[src/rtl/irq_hub_pkg.sv]
package irq_hub_pkg;
  localparam int unsigned WORD_W = 3;
  typedef enum logic [WORD_W-1:0] {
    W_STAT  = 3'd0,
    W_EN    = 3'd1,
    W_ROUTE = 3'd2,
    W_POL   = 3'd3,
    W_TRIG  = 3'd4,
    W_MASK  = 3'd5
  } reg_word_e;
endpackage

[src/rtl/irq_hub_sync.sv]
module irq_hub_sync #(
  parameter int unsigned W = 32
) (
  input  logic         clk_i,
  input  logic         rst_ni,
  input  logic [W-1:0] d_i,
  output logic [W-1:0] q_o
);
  logic [W-1:0] meta_q, sync_q;

  always_ff @(posedge clk_i or negedge rst_ni) begin
    if (!rst_ni) begin
      meta_q <= '0;
      sync_q <= '0;
    end else begin
      meta_q <= d_i;
      sync_q <= meta_q;
    end
  end

  assign q_o = sync_q;
endmodule

[src/rtl/irq_hub_detect.sv]
module irq_hub_detect #(
  parameter int unsigned W = 32
) (
  input  logic         clk_i,
  input  logic         rst_ni,
  input  logic [W-1:0] s_i,
  input  logic [W-1:0] pol_i,
  input  logic [W-1:0] trig_i,
  output logic [W-1:0] set_o
);
  logic [W-1:0] prev_q, active, edge_hit;

  always_ff @(posedge clk_i or negedge rst_ni) begin
    if (!rst_ni) prev_q <= '0;
    else         prev_q <= s_i;
  end

  // raw history, so a polarity change alone never looks like an edge
  assign active   = ~(s_i ^ pol_i);
  assign edge_hit = (s_i ^ prev_q) & active;
  assign set_o    = (trig_i & edge_hit) | (~trig_i & active);
endmodule

[src/rtl/irq_hub_prio.sv]
module irq_hub_prio #(
  parameter int unsigned NSRC  = 32,
  localparam int unsigned IDX_W = $clog2(NSRC)
) (
  input  logic [NSRC-1:0]  masked_i,
  output logic             valid_o,
  output logic [IDX_W-1:0] idx_o
);
  always_comb begin
    idx_o = '0;
    for (int n = NSRC - 1; n >= 0; n--) begin
      if (masked_i[NSRC-1-n]) idx_o = IDX_W'(n);
    end
  end

  assign valid_o = |masked_i;
endmodule

[src/rtl/irq_hub.sv]
module irq_hub #(
  parameter int unsigned NSRC   = 32,
  parameter int unsigned ADDR_W = 5,
  localparam int unsigned IDX_W = $clog2(NSRC)
) (
  input  logic              clk_i,
  input  logic              rst_ni,
  input  logic [NSRC-1:0]   src_i,
  input  logic              req_i,
  input  logic              we_i,
  input  logic [ADDR_W-1:0] addr_i,
  input  logic [NSRC-1:0]   wdata_i,
  output logic [NSRC-1:0]   rdata_o,
  output logic              irq_o,
  output logic              crit_o,
  output logic              pend_valid_o,
  output logic [IDX_W-1:0]  pend_idx_o
);
  import irq_hub_pkg::*;

  logic [NSRC-1:0] stat_q, en_q, route_q, pol_q, trig_q;
  logic [NSRC-1:0] s_src, pol_src, trig_src, set_src, set_w, masked;
  logic [WORD_W-1:0] word;
  logic wr;

  assign word = addr_i[ADDR_W-1:2];
  assign wr   = req_i & we_i;

  irq_hub_sync #(.W(NSRC)) u_sync (
    .clk_i(clk_i), .rst_ni(rst_ni), .d_i(src_i), .q_o(s_src)
  );

  // source n <-> register bit NSRC-1-n
  for (genvar n = 0; n < NSRC; n++) begin : g_map
    assign pol_src[n]         = pol_q[NSRC-1-n];
    assign trig_src[n]        = trig_q[NSRC-1-n];
    assign set_w[NSRC-1-n]    = set_src[n];
  end

  irq_hub_detect #(.W(NSRC)) u_det (
    .clk_i(clk_i), .rst_ni(rst_ni), .s_i(s_src),
    .pol_i(pol_src), .trig_i(trig_src), .set_o(set_src)
  );

  always_ff @(posedge clk_i or negedge rst_ni) begin
    if (!rst_ni) begin
      stat_q  <= '0;
      en_q    <= '0;
      route_q <= '1;
      pol_q   <= '1;
      trig_q  <= '0;
    end else begin
      // new event wins over a same-cycle clear
      stat_q <= (stat_q & ~((wr && word == W_STAT) ? wdata_i : '0)) | set_w;
      if (wr && word == W_EN)    en_q    <= wdata_i;
      if (wr && word == W_ROUTE) route_q <= wdata_i;
      if (wr && word == W_POL)   pol_q   <= wdata_i;
      if (wr && word == W_TRIG)  trig_q  <= wdata_i;
    end
  end

  assign masked = stat_q & en_q;

  always_comb begin
    unique case (word)
      W_STAT:  rdata_o = stat_q;
      W_EN:    rdata_o = en_q;
      W_ROUTE: rdata_o = route_q;
      W_POL:   rdata_o = pol_q;
      W_TRIG:  rdata_o = trig_q;
      W_MASK:  rdata_o = masked;
      default: rdata_o = '0;
    endcase
  end

  assign irq_o  = |(masked & route_q);
  assign crit_o = |(masked & ~route_q);

  irq_hub_prio #(.NSRC(NSRC)) u_prio (
    .masked_i(masked), .valid_o(pend_valid_o), .idx_o(pend_idx_o)
  );
endmodule

[config.mk]
export PLATFORM = sky130hd
export DESIGN_NAME = irq_hub
export DESIGN_NICKNAME = d
export VERILOG_FILES = /design/src/rtl/irq_hub_pkg.sv /design/src/rtl/irq_hub_sync.sv /design/src/rtl/irq_hub_detect.sv /design/src/rtl/irq_hub_prio.sv /design/src/rtl/irq_hub.sv
export SDC_FILE = /design/constraint.sdc
export NUM_CORES = 1
export LEC_CHECK = 0
export ABC_AREA = 0
export BUFFER_PORTS_ARGS = -buffer_cell sky130_fd_sc_hd__buf_2
export CAP_MARGIN = 15
export CORE_MARGIN = 2
export CORE_UTILIZATION = 64
export CTS_CLUSTER_DIAMETER = 150
export DETAILED_ROUTE_END_ITERATION = 16
export PLACE_DENSITY = 0.85
export SETUP_SLACK_MARGIN = 0.15
export SKIP_CTS_REPAIR_TIMING = 1
export SLEW_MARGIN = 20
export SYNTH_ARGS = -nofsm -noshare
export SYNTH_HDL_FRONTEND = slang
export SYNTH_HIERARCHICAL = 1
export SYNTH_SLANG_ARGS = --single-unit
[constraint.sdc]
create_clock -name clk_i -period 5.1 [get_ports clk_i]
set_input_delay 1.275 -clock clk_i [delete_from_list [all_inputs] [get_ports clk_i]]
set_output_delay 1.275 -clock clk_i [all_outputs]
set_load 0.005 [all_outputs]
Yosys cells after proc, flatten, opt, wreduce, memory -nomap -nowiden
Cells that the tools add are included.
Widths: inputs -> output; s select.

storage, ports and cells
  bits in registers = 256
  input port bits = 73
  logic and storage cells = 72

operators by class
  equal/unequal tests = 5
  mux-type cells = 34
  bitwise gates (word level) = 16
  reductions and logical operators = 9

operator list
  operator            count
  $and 32x32->32      7
  $pmux 32 s6         1
  $mux 5              32
  $not 32->32         4
  $reduce_or 32->1    3
  $or 32x32->32       2
  $xor 32x32->32      2
  $mux 32             1
  $eq 3x2->1 const B  2
  $eq 3x3->1 const B  2
  $logic_and 1x1->1   5
  $eq 3x1->1 const B  1
  $logic_not 3->1     1
  $and 1x1->1         1

Longest topological paths before layout
  word-level depth = 33
  gate-level depth with buffers = 7
  depth with buffers taken out = 7

Hierarchy
The synthesis kept the hierarchy.

modules (own cells, without submodules)
  module          times used  cells each  area each (um^2)  sequential area each (um^2)
  irq_hub         1           672         7960.1            4083.9
  irq_hub_detect  1           159         1637.8            800.8
  irq_hub_sync    1           64          1601.5            1601.5
  irq_hub_prio    1           65          385.4             0.0

Least setup slack after synthesis
OpenSTA, ideal clock, no wires.

  kind = input -> output
  start = input addr_i[2]
  end = output rdata_o[0]
  data arrival time = 2.282 ns
  path slack = 1.543 ns
  stages = 6
  path buffers = 3
  path through = buf_4 > buf_2 > nor3_2 > buf_2 > nand2_1 > o221ai_1

between the ends
  cells in the longest elaborated chain, start to end = 2
  elaborated cells between the ends (all ways) = 7
  classes of those cells = eq/ne: 5; mux: 1; reduce/logical: 1

ends and longest elaborated chain
  what                                RTL line       RTL
  start: declaration                  irq_hub.sv:11  input logic [ADDR_W-1:0] addr_i,
  $eq 3x3->1 (tied with other cells)  irq_hub.sv:65  unique case (word)
  $pmux 32 s6 *                       irq_hub.sv:65
  end: declaration                    irq_hub.sv:13  output logic [NSRC-1:0] rdata_o,

Every way passes the cells marked *; elsewhere a longest branch is shown, timed or not.

Final worst setup path
  start = input addr_i[3]
  end = output rdata_o[31]

The elaborated chain is that of the path after synthesis.

==> summary.md <==
| Metric | Value |
|---|---|
| Crit-path max FO | 22 |
| CTS tree | yes |
| Endpoints failing setup | 0 |
| Gpl congestion | 0.969 |
| Chip Width | 139 um |
| Final hold violations | 0 |
| Required @ worst endpoint | 3.83 ns |
| Simple-gate share of the synthesized area | 10.6% |
| Most frequent cells in the layout | dfrtp_1 (192), mux2_2 (119), buf_2 (108) |
| Async set-or-reset flop fraction in the synthesized netlist | 100% |
| Max Slew Vio Count | 0 |
| Switching Fraction | 28.4% |
| Initial antenna violation count | 0 |
| Sequential element share of the synthesized area | 56.0% |
| HPWL after DPL | 19.2 mm |
| Fmax | 225 MHz |
| Post-Synth Adder-Cell Area | 0% |
| Period minus WS final | 4.45 ns |
| Crit path launch type | input port |
| Int Power | 4070 uW |
| Fraction of synthesized area in multiplexers | 15.6% |
| PD cells | 426 nW/um^2 |
| Setup_tns | 0 ns |
| HP Class | reg2reg |
| # DRC | 0 |
| Peak VDD IR | 0.000328 V |
| Synth-to-Final Area Change | 14.9% |
| Wire per inst | 21.5 um |
| Die span in y | 139 um |
| Number of synthesized register bits | 256 |
| H-tree depth | 1 |
| Vias in the first global route | 8565 |
| Root cell of the clock tree | clkbuf_16 |
| Vias | 8455 |
| Total GRT Usage | 29.9% |
| CTS buffer count | 26 |
| Core area | 17800 sq um |
| Die area | 19200 sq um |
| Post-synth EDFFs | 0 |
| Reg clk slew, reported paths | 0.06 ns |
| Sequential Power Share | 47.5% |
| Io pins | 113 |
| Syn. warnings | 6 |
| Initial Util | 64.9% |
| Synthesized cell area | 11600 sq um |
| Period utilization | 87.2% |
| Leakage | 0.00576 uW |
| DR vias/cell | 6.37 |
| RSZ-0062 raised after global routing | no |
| Most common cell after layout, fill and taps aside | dfrtp_1 |
| Slew @ Worst Pin | 0.959 ns |
| Xor and xnor area share after synthesis | 0.151% |
| CP Class | in2out |
| Nets | 1152 |
| Mapped Cells | 960 |
| Post-Route Utilization | 74.6% |
| Synth Area in Compound Gates | 14.6% |
| DRT iter0 DRCs | 789 |
| Switching pwr | 1610 uW |
| Synthesized area per cell | 12.1 sq um |
| Largest family of logic cells by synthesized area | multiplexers |
| # port buffers | 110 |
| First-pass detailed-route iteration total | 5 |
| Pin count of the biggest net entering global routing | 130 |
| Element type at the critical path end | output pin |
| Ys flop type | dfrtp_1 |
| Data arrival, critical path | 3.17 ns |
| Syn nets | 1033 |
| CTS Buffer Depth | 3 |
| Layout cells sized above 1 | 33.4% |
| First-pass GRT wire length | 45.8 mm |
| Max_slew headroom | 35.8% |
| Ant diodes | 0 |
| Worst skew pair latency | 0.53 ns |
| Total wire length | 28.6 mm |
| CTS Sinks | 256 |
| Clock network fraction of total power | 33.6% |
| Comb power frac | 18.9% |
| Max-cap viol count | 0 |
| Routed Antenna Nets | 0 |
| Remaining global-route overflow | 0 |
| Library cells used by synthesis | 50 |
| FP Rows | 49 |
| Status | finished clean |
| Worst clock skew | 0.00924 ns |
-- critical path: stages --
cell      delay (ns)
buf_2           0.29
nor3_4          0.87
buf_4           0.33
nand2_1         0.07
o221ai_1        0.12
buf_2           0.18
-- through the flow --
stage                     power, uW  cells  area, sq um  hold slack (ns)  worst slack, ns
after floorplan                3350    960        11600            0.331             1.54
after global placement         3730   1280        12400            0.332            0.697
after detailed placement       3770   1280        12400            0.335            0.673
after CTS                      5690   1328        13300            0.348            0.677
after global routing           5930   1328        13300            0.350            0.594
final                          5680   1328        13300            0.342            0.652
-- cells by family after synthesis --
kind of cell    Yosys count
simple gates            243
buf+inv                  78
compound gates          219
xor+xnor                  2
flops                   256
mux                     162
-- per-layer routing --
layer / track usage (%) / vias to the layer above / share of wire [%]
met5: 0 / - / 0
met4: 9.29 / 0 / 3.0
li1: - / 3755 / -
met3: 4.01 / 72 / 6.6
met1: 42.2 / 4287 / 43
met2: 49.1 / 341 / 48
-- final cells by class --
| class | instances | area, sq um |
|---|---|---|
| clock inverter | 8 | 90.1 |
| fill | 1154 | 4530 |
| sequential | 256 | 6490 |
| multi-input combinational | 626 | 4770 |
| clock buffer | 40 | 774 |
| tap | 229 | 287 |
| inverter | 39 | 146 |
| timing repair buffer | 130 | 763 |
-- cell usage after synthesis (9+ instances only) --
master    instances  area [sq um]
nand2_1          97           364
nor2_1           44           165
a21oi_1           9          45.0
dfrtp_1         192          4800
o21ai_0           9          45.0
a22o_1           33           289
a22oi_1          20           150
nor4_1           11          68.8
o22ai_1          16           100
a21o_1           33           248
mux2_2          119          1340
a32oi_1          26           228
mux2_1           11           124
buf_2            18          90.1
o221ai_1         26           228
inv_1            38           143
clkbuf_1         11          41.3
mux2i_1          30           300
nand2b_1         58           363
buf_4             9          67.6
dfstp_2          64          1680
a21boi_0         31           233
-- flip-flops by register name, summed over array words and instances, names as in the netlist --
name	count
en_q	32
pol_q	32
route_q	32
stat_q	32
trig_q	32
u_det/prev_q	32
u_sync/meta_q	32
u_sync/q_o	32
-- power groups by stage --
stage                     logic [uW]  clock network (uW)  registers, uW
after floorplan                  735                   0           2610
after global placement          1030                   0           2690
after detailed placement        1060                   0           2720
after CTS                       1070                1940           2690
after global routing            1170                2020           2740
final                           1070                1910           2700
-- path summary, 6_finish.rpt --
kind,startpoint,to,slack [ns],depth (start not counted)
setup reg to reg,pol_q[7]$_DFFE_PN1P_,stat_q[7]$_DFF_PN0_,4.00,3
min in group asynchronous,rst_ni,u_sync/q_o[22]$_DFF_PN0_,0.85,1
max in group asynchronous,rst_ni,pol_q[21]$_DFFE_PN1P_,3.29,2
hold reg to reg,u_sync/meta_q[23]$_DFF_PN0_,u_sync/q_o[23]$_DFF_PN0_,0.34,0
setup / recovery,addr_i[3],rdata_o[31],0.65,6
hold / removal,u_sync/meta_q[23]$_DFF_PN0_,u_sync/q_o[23]$_DFF_PN0_,0.34,0
(Power assumes the default switching activity.)
